==> src/rtl/tcam_pkg.sv <==
// Package: shared helpers for the gate-built ternary match array.
// Assumes: row counts of one or more; widths are plain parameters.
package tcam_pkg;

    // Width of a row index; at least one bit even for a single row.
    function automatic int idx_width(input int rows);
        return (rows < 2) ? 1 : $clog2(rows);
    endfunction

endpackage

==> src/rtl/tcam_cell.sv <==
// Module: one ternary cell. It holds a value flip-flop and a mask flip-flop,
// and it produces one encoded bit that is 1 when the key bit is accepted.
// Assumes: load is a one-hot row select that is already qualified by write enable.
module tcam_cell (
    input  logic clk,
    input  logic rst_n,
    input  logic load,
    input  logic wr_bit,
    input  logic wr_dc,
    input  logic key_bit,
    output logic enc_bit
);
    logic val_q;
    logic dc_q;
    logic eq;

    // Storage: load the value and don't-care flip-flops on a row write.
    always_ff @(posedge clk) begin
        if (!rst_n) begin
            val_q <= 1'b0;
            dc_q  <= 1'b0;
        end else if (load) begin
            val_q <= wr_bit;
            dc_q  <= wr_dc;
        end
    end

    // Compare: XNOR against the key, then OR with the don't-care bit.
    always_comb begin
        eq      = ~(val_q ^ key_bit);
        enc_bit = dc_q | eq;
    end

endmodule

==> src/rtl/tcam_row.sv <==
// Module: one row of ternary cells plus its occupied flag; drives the match line.
// Assumes: key is held stable over the cycle; load selects this row only.
module tcam_row #(
    parameter int WIDTH = 4
) (
    input  logic             clk,
    input  logic             rst_n,
    input  logic             load,
    input  logic [WIDTH-1:0] wr_data,
    input  logic [WIDTH-1:0] wr_mask,
    input  logic [WIDTH-1:0] key,
    output logic             match
);
    logic [WIDTH-1:0] enc;
    logic             used_q;

    // One cell per column; key bit k drives column k.
    for (genvar k = 0; k < WIDTH; k++) begin : g_col
        tcam_cell u_cell (
            .clk    (clk),
            .rst_n  (rst_n),
            .load   (load),
            .wr_bit (wr_data[k]),
            .wr_dc  (wr_mask[k]),
            .key_bit(key[k]),
            .enc_bit(enc[k])
        );
    end

    // Occupied flag: cleared by reset, set by the first write to this row.
    always_ff @(posedge clk) begin
        if (!rst_n) begin
            used_q <= 1'b0;
        end else if (load) begin
            used_q <= 1'b1;
        end
    end

    // Match line: AND of all encoded bits, gated by the occupied flag.
    always_comb begin
        match = used_q & (&enc);
    end

endmodule

==> src/rtl/tcam_prio.sv <==
// Module: priority encoder over the match lines; the lowest index wins.
// Assumes: IDX_W bits are enough to index ROWS rows.
module tcam_prio #(
    parameter int ROWS  = 4,
    parameter int IDX_W = 2
) (
    input  logic [ROWS-1:0]  lines,
    output logic             any,
    output logic [IDX_W-1:0] idx
);
    // Scan from the top row down so the lowest set line is assigned last.
    always_comb begin
        any = |lines;
        idx = '0;
        for (int r = ROWS - 1; r >= 0; r--) begin
            if (lines[r]) begin
                idx = IDX_W'(r);
            end
        end
    end

endmodule

==> src/rtl/tcam_gate_array.sv <==
// Module: top of the gate-built ternary match array. It decodes the write port,
// holds ROWS rows, and registers the prioritised search result one clock after the key.
// Assumes: a search and a write in the same cycle see the contents from before the write.
module tcam_gate_array #(
    parameter int ROWS  = 4,
    parameter int WIDTH = 4,
    parameter int IDX_W = tcam_pkg::idx_width(ROWS)
) (
    input  logic             clk,
    input  logic             rst_n,
    input  logic             wr_en,
    input  logic [IDX_W-1:0] wr_addr,
    input  logic [WIDTH-1:0] wr_data,
    input  logic [WIDTH-1:0] wr_mask,
    input  logic             srch_valid,
    input  logic [WIDTH-1:0] srch_key,
    output logic             res_valid,
    output logic             res_hit,
    output logic [IDX_W-1:0] res_idx,
    output logic [ROWS-1:0]  res_lines
);
    logic [ROWS-1:0]  row_load;
    logic [ROWS-1:0]  lines;
    logic             any_hit;
    logic [IDX_W-1:0] win_idx;

    // Write decoder and rows: each row compares its own index against the address.
    for (genvar r = 0; r < ROWS; r++) begin : g_row
        assign row_load[r] = wr_en && (wr_addr == IDX_W'(r));

        tcam_row #(.WIDTH(WIDTH)) u_row (
            .clk    (clk),
            .rst_n  (rst_n),
            .load   (row_load[r]),
            .wr_data(wr_data),
            .wr_mask(wr_mask),
            .key    (srch_key),
            .match  (lines[r])
        );
    end

    tcam_prio #(.ROWS(ROWS), .IDX_W(IDX_W)) u_prio (
        .lines(lines),
        .any  (any_hit),
        .idx  (win_idx)
    );

    // Result stage: capture on a search; otherwise hold and drop the valid flag.
    always_ff @(posedge clk) begin
        if (!rst_n) begin
            res_valid <= 1'b0;
            res_hit   <= 1'b0;
            res_idx   <= '0;
            res_lines <= '0;
        end else if (srch_valid) begin
            res_valid <= 1'b1;
            res_hit   <= any_hit;
            res_idx   <= win_idx;
            res_lines <= lines;
        end else begin
            res_valid <= 1'b0;
        end
    end

endmodule

==> config.mk <==
export PLATFORM = sky130hd
export DESIGN_NAME = tcam_gate_array
export DESIGN_NICKNAME = d
export VERILOG_FILES = /design/src/rtl/tcam_pkg.sv /design/src/rtl/tcam_cell.sv /design/src/rtl/tcam_row.sv /design/src/rtl/tcam_prio.sv /design/src/rtl/tcam_gate_array.sv
export SDC_FILE = /design/constraint.sdc
export NUM_CORES = 1
export LEC_CHECK = 0
export BUFFER_PORTS_ARGS = -buffer_cell sky130_fd_sc_hd__buf_4
export CORE_MARGIN = 2
export CORE_UTILIZATION = 45
export CTS_CLUSTER_SIZE = 16
export DETAILED_ROUTE_END_ITERATION = 8
export PLACE_DENSITY = 0.64
export SLEW_MARGIN = 10
export SYNTH_ARGS = -nofsm -noshare
export SYNTH_HDL_FRONTEND = slang
export SYNTH_SLANG_ARGS = --single-unit
==> constraint.sdc <==
create_clock -name clk -period 3.2 [get_ports clk]
set_input_delay 0.64 -clock clk [delete_from_list [all_inputs] [get_ports clk]]
set_output_delay 0.64 -clock clk [all_outputs]
set_load 0.05 [all_outputs]
Word-level counts from Yosys, hierarchy flattened

Index checks and enable logic that the tools add are counted.
W data, S select, Z words.

Register bits: 44
Input bits: 18
Output and inout port bits: 8
Word-level logic and storage cells: 110

Equal/unequal tests: 3
Mux-type cells: 5
Bitwise gates (word level): 52
Reduce and logical (&&, ||, !) cells: 10

Operators by type and width:

| operator             | number |
|---|---|
| $not A1 Y1           | 16 |
| $or A1 B1 Y1         | 16 |
| $reduce_and A4 Y1    | 4 |
| $xor A1 B1 Y1        | 16 |
| $mux W2              | 4 |
| $and A1 B1 Y1        | 4 |
| $eq A2 B2 Y1 const B | 2 |
| $logic_and A1 B1 Y1  | 4 |
| $reduce_or A4 Y1     | 1 |
| $eq A2 B1 Y1 const B | 1 |
| $logic_not A2 Y1     | 1 |
| $mux W1              | 1 |

Longest topological paths before layout

Depth after elaboration: 9
Gate-level depth with buffers: 6
Mapped depth without buffers: 5

Hierarchy

From an unflattened synthesis, not the netlist that was laid out.

Cell total of the unflattened synthesis: 184
Area total of the unflattened synthesis: 1919.3 um^2

By module, submodules not included:

| module          | times used | cells an instance | area each (um^2) | sequential area each (um^2) |
|---|---|---|---|---|
| tcam_cell       | 16         | 8                 | 87.6             | 40.0 |
| tcam_gate_array | 1          | 29                | 322.8            | 160.2 |
| tcam_row        | 4          | 5                 | 40.0             | 20.0 |
| tcam_prio       | 1          | 7                 | 35.0             | 0.0 |

Least setup slack after synthesis

Ideal clock, no wire load.

Path kind: input -> register
From: in srch_key[0]
To: reg res_idx[1]
Setup time: 0.117 ns
Arrival: 1.678 ns
Data required time: 3.083 ns
Slack: 1.405 ns
Stages: 6
Path buffers: 1
Path through: buf_4 > xnor2_1 > o22ai_1 > or3_4 > and2_1 > a32o_1

Word-level cells in the longest chain between the ends: 9
Elaborated cells on any way between the ends: 24
Those cells by class: mux: 4; bitwise: 16; reduce/logical: 4

RTL lines:

| item                 | line                  | RTL |
|---|---|---|
| start, declared      | tcam_gate_array.sv:16 | `input logic [WIDTH-1:0] srch_key,` |
| $xor A1 B1 Y1        | tcam_cell.sv:30       | `eq = ~(val_q ^ key_bit);` |
| $not A1 Y1           | tcam_cell.sv:30       |  |
| $or A1 B1 Y1         | tcam_cell.sv:31       | `enc_bit = dc_q \| eq;` |
| $reduce_and A4 Y1    | tcam_row.sv:41        | `match = used_q & (&enc);` |
| $and A1 B1 Y1        | tcam_row.sv:41        |  |
| $mux W2 (3 in a row) | tcam_prio.sv:16       | `if (lines[r]) begin` |
| $mux W2 *            | tcam_prio.sv:16       |  |
| end signal, assigned | tcam_gate_array.sv:58 | `res_idx <= win_idx;` |
| end, declared        | tcam_gate_array.sv:19 | `output logic [IDX_W-1:0] res_idx,` |

Mark *: on every way between the ends. The rest lies on a longest branch, timed or not.
A chain may end at the register's enable or synchronous reset.

Worst setup path after layout

From: in srch_key[3]
To: reg res_idx[1]

The elaborated chain is that of the path after synthesis.

==> run_results.csv <==
group,metric,value,unit
min_path,min_path_cells,2,
die,die_w,69.2,um
synth,synthArstFlopShare,0,%
cts,cts.repair.resized,0,
sta,fin_ws,1.55,ns
route,drt-total-wl,3890,um
synth,synthCells,200,
power_and_ir_drop,p_int,0.799,mW
setup_path,critPathCaptureType,"register",
layout,fill_cells,371,
place,dp_slack,1.23,ns
power_and_ir_drop,p_per_area,478,nW/um2
synth,yosysMostFrequentCell,"dfxtp_1",
min_path,worstHoldEndpoint,"g_row[3].u_row.g_col[1].u_cell.dc_q",
sta,timing.slew.headroom,57.2,%
sta,hold_viol,0,
die,rows,23,
cts,clk_path_buf_depth,2,
route,wl_per_cell,14.4,um
synth,synth_area,1910,um2
synth,synth_edf_count,0,
layout,drive_gt1_share,17.7,%
cts,cts.clk_slew.worst_paths,0.08,ns
place,finalWeightedCongestion,0.707,
global_routing,gr-total-overflow,0,
cts,ctsHtreeMaxLevel,2,
synth,ys_warn_count,0,
synth,synth_area_leaders,"dfxtp_1 46%, mux2i_1 9.4%, a21boi_0 6.7%",
setup_path,regToRegSetupSlack,1.69,ns
synth,syn_area_per_cell,9.56,um2
power_and_ir_drop,switching_power,0.246,mW
die,ioPinCount,26,
synth,syn_nets,218,
min_path,hold_start,"g_row[3].u_row.g_col[1].u_cell.dc_q",
global_routing,grt_pass1_vias,1253,
setup_path,reg2reg_from,"g_row[1].u_row.g_col[3].u_cell.val_q",
sta,clock.fmax,607,MHz
setup_path,timing.rr.end,"res_idx[1]",
min_path,hold_path_class,"register to register",
place,portBuffers,25,
setup_path,crit_chain,"buf_4 > xnor2_1 > o22ai_1 > o31a_1 > and2_1 > a32o_1",
power_and_ir_drop,ir_worst_vdd,0.349,mV
setup_path,cp_slowest_cell,"o31a_1",
layout,nets,237,
power_and_ir_drop,seqPwrFrac,55.1,%
cts,post-cts-setup-buffer-count,0,
setup_path,criticalPathCategory,"input port to register",
sta,drv_slew,0,
global_routing,grt_pass1_wl,6280,um
global_routing,antenna_found_initial,0,
flow_run,drv_cap,0,
cts,clock-sinks,44,
setup_path,worstPathArrival,1.83,ns
layout,diodes,0,
setup_path,slowest_delay,0.34,ns
die,start_util,47.1,%
sta,rsz0062_at_grt,"false",
cts,cts_buffers,5,
setup_path,cp.required,3.39,ns
synth,seq_area_frac_synth,46.1,%
global_routing,track_usage,16.7,%
power_and_ir_drop,p_leak,0.839,nW
cts,cts_root_buf,"clkbuf_8",
sta,layout_worst_path_cycle_share,51.5,%
sta,worst_clock_skew,0.00356,ns
power_and_ir_drop,pwr-share-comb,11.5,%
sta,finalSetupViolCount,0,
route,routed_via_density,5.00,
route,drt_iter0_markers,60,
die,die_h,69.2,um
setup_path,path_buf_inv,1,
place,place_hpwl,2860,um
setup_path,crit_family,"compound AO/OA/AOI/OAI gates",
synth,synth_top_area_share,46.1,%
route,drc,0,
route,vias,1351,
synth,synth_common_cells,"44 x dfxtp_1, 34 x nand2_1, 18 x mux2i_1, 18 x nor2b_1, 17 x a21boi_0",
power_and_ir_drop,p_clk_share,33.3,%
cts,cts_tree,"built",
status,status,"finished, final reports clean",
synth,post-synth-top-area-cell,"dfxtp_1",
setup_path,crit_fanout,4,
power_and_ir_drop,p_sw_share,23.5,%
global_routing,grt_max_degree,46,
sta,final.setup.tns,0,ns
cts,postCtsHoldBufs,0,
route,dr.pass1.iters,4,
route,antenna_left,0,
synth,ys_seq_elements,44,
sta,fin_crit,1.65,ns
synth,synthFlopType,"dfxtp_1",
setup_path,ff2ff_path_depth,5,
cts,clk-insertion-delay-late,0.29,ns
die,coreArea,4060,um2
synth,ys_types,31,
layout,syn_to_final_growth,14.3,%
setup_path,start_kind,"input port",
sta,worstMarginPinSlew,0.640,ns
die,die_area,4790,um2
==> metal layers <==
layer | global-route usage, % | wire, um | part of all wire, %
met5 | 0 | 0 | 0
met4 | 5.88 | 43 | 1.1
met3 | 3.63 | 143 | 3.7
met2 | 26.4 | 1900 | 49
met1 | 22.6 | 1800 | 46
==> stage by stage <==
step           power, mW  hold WS [ns]  std cells  instance area [um2]  util (%)
2_1_floorplan      0.671         0.434        200                 1910         -
3_3_place_gp       0.707         0.451        262                 2090      51.6
3_5_place_dp       0.711         0.456        262                 2090      51.6
4_1_cts             1.05         0.467        270                 2180      53.8
5_1_grt             1.09         0.491        270                 2180      53.8
6_report            1.04         0.466        270                 2180      53.8
==> power by group through the flow <==
stage	Sequential [mW]	Clock (mW)	Combinational, mW
floorplan	0.595	0	0.0759
global placement	0.588	0	0.119
detailed placement	0.589	0	0.122
CTS	0.576	0.356	0.122
global route	0.578	0.379	0.133
finish	0.576	0.348	0.121
==> worst max path at each step <==
| stage | start | end | slack (ns) | cells after the start |
|---|---|---|---|---|
| 2_1_floorplan | srch_key[0] | res_idx[1] | 1.40 | 6 |
| 3_3_place_gp | srch_key[2] | res_idx[1] | 1.24 | 6 |
| 3_5_place_dp | srch_key[2] | res_idx[1] | 1.23 | 6 |
| 4_1_cts | srch_key[2] | res_idx[1] | 1.54 | 6 |
| 5_1_grt | srch_key[2] | res_idx[1] | 1.48 | 6 |
| 6_report | srch_key[3] | res_idx[1] | 1.55 | 6 |
==> worst register-to-register path: stages, from the launching register on <==
cell     delay [ns]
dfxtp_1        0.39
xnor2_2        0.13
o22ai_1        0.11
or3_4          0.40
and2_1         0.15
a32o_1         0.23
==> cell usage in the layout (no fill, tap or decap), types with 5 or more instances in the layout <==
cell and count:
o21ai_0 5, nand2_1 34, buf_4 26, xnor2_1 14, o22ai_1 5, nor2_1 5
dfxtp_1 44, clkbuf_8 6, nor2b_1 18, mux2i_1 18, a21boi_0 17
==> logic make-up (layout without fill, tap and decap cells) <==
family | after synthesis | after routing | synth area share [%]
buffers and inverters | 17 | 37 | 4.52
XOR/XNOR | 16 | 16 | 8.12
AND/OR/NAND/NOR | 70 | 70 | 18.2
AO/OA/AOI/OAI | 34 | 34 | 12.9
multiplexers | 19 | 19 | 10.2
flip-flops | 44 | 44 | 46.1
==> registers in the layout, indices dropped and copies added (netlist names) <==
register and count:
g_row.u_row.g_col.u_cell.val_q 16, res_idx 2, g_row.u_row.g_col.u_cell.dc_q 16, g_row.u_row.used_q 4, res_hit 1, res_lines 4
res_valid 1
==> final cells by class <==
cell class / count / area (um2) / area share (%)
clock buffers: 8 / 90.1 / 4.12
inverters: 3 / 11.3 / 0.515
multi-input cells: 139 / 945 / 43.2
flip-flops and latches: 44 / 881 / 40.3
well taps: 50 / 62.6 / 2.86
repair buffers: 26 / 195 / 8.93
Power figures use the tool's default switching activity.
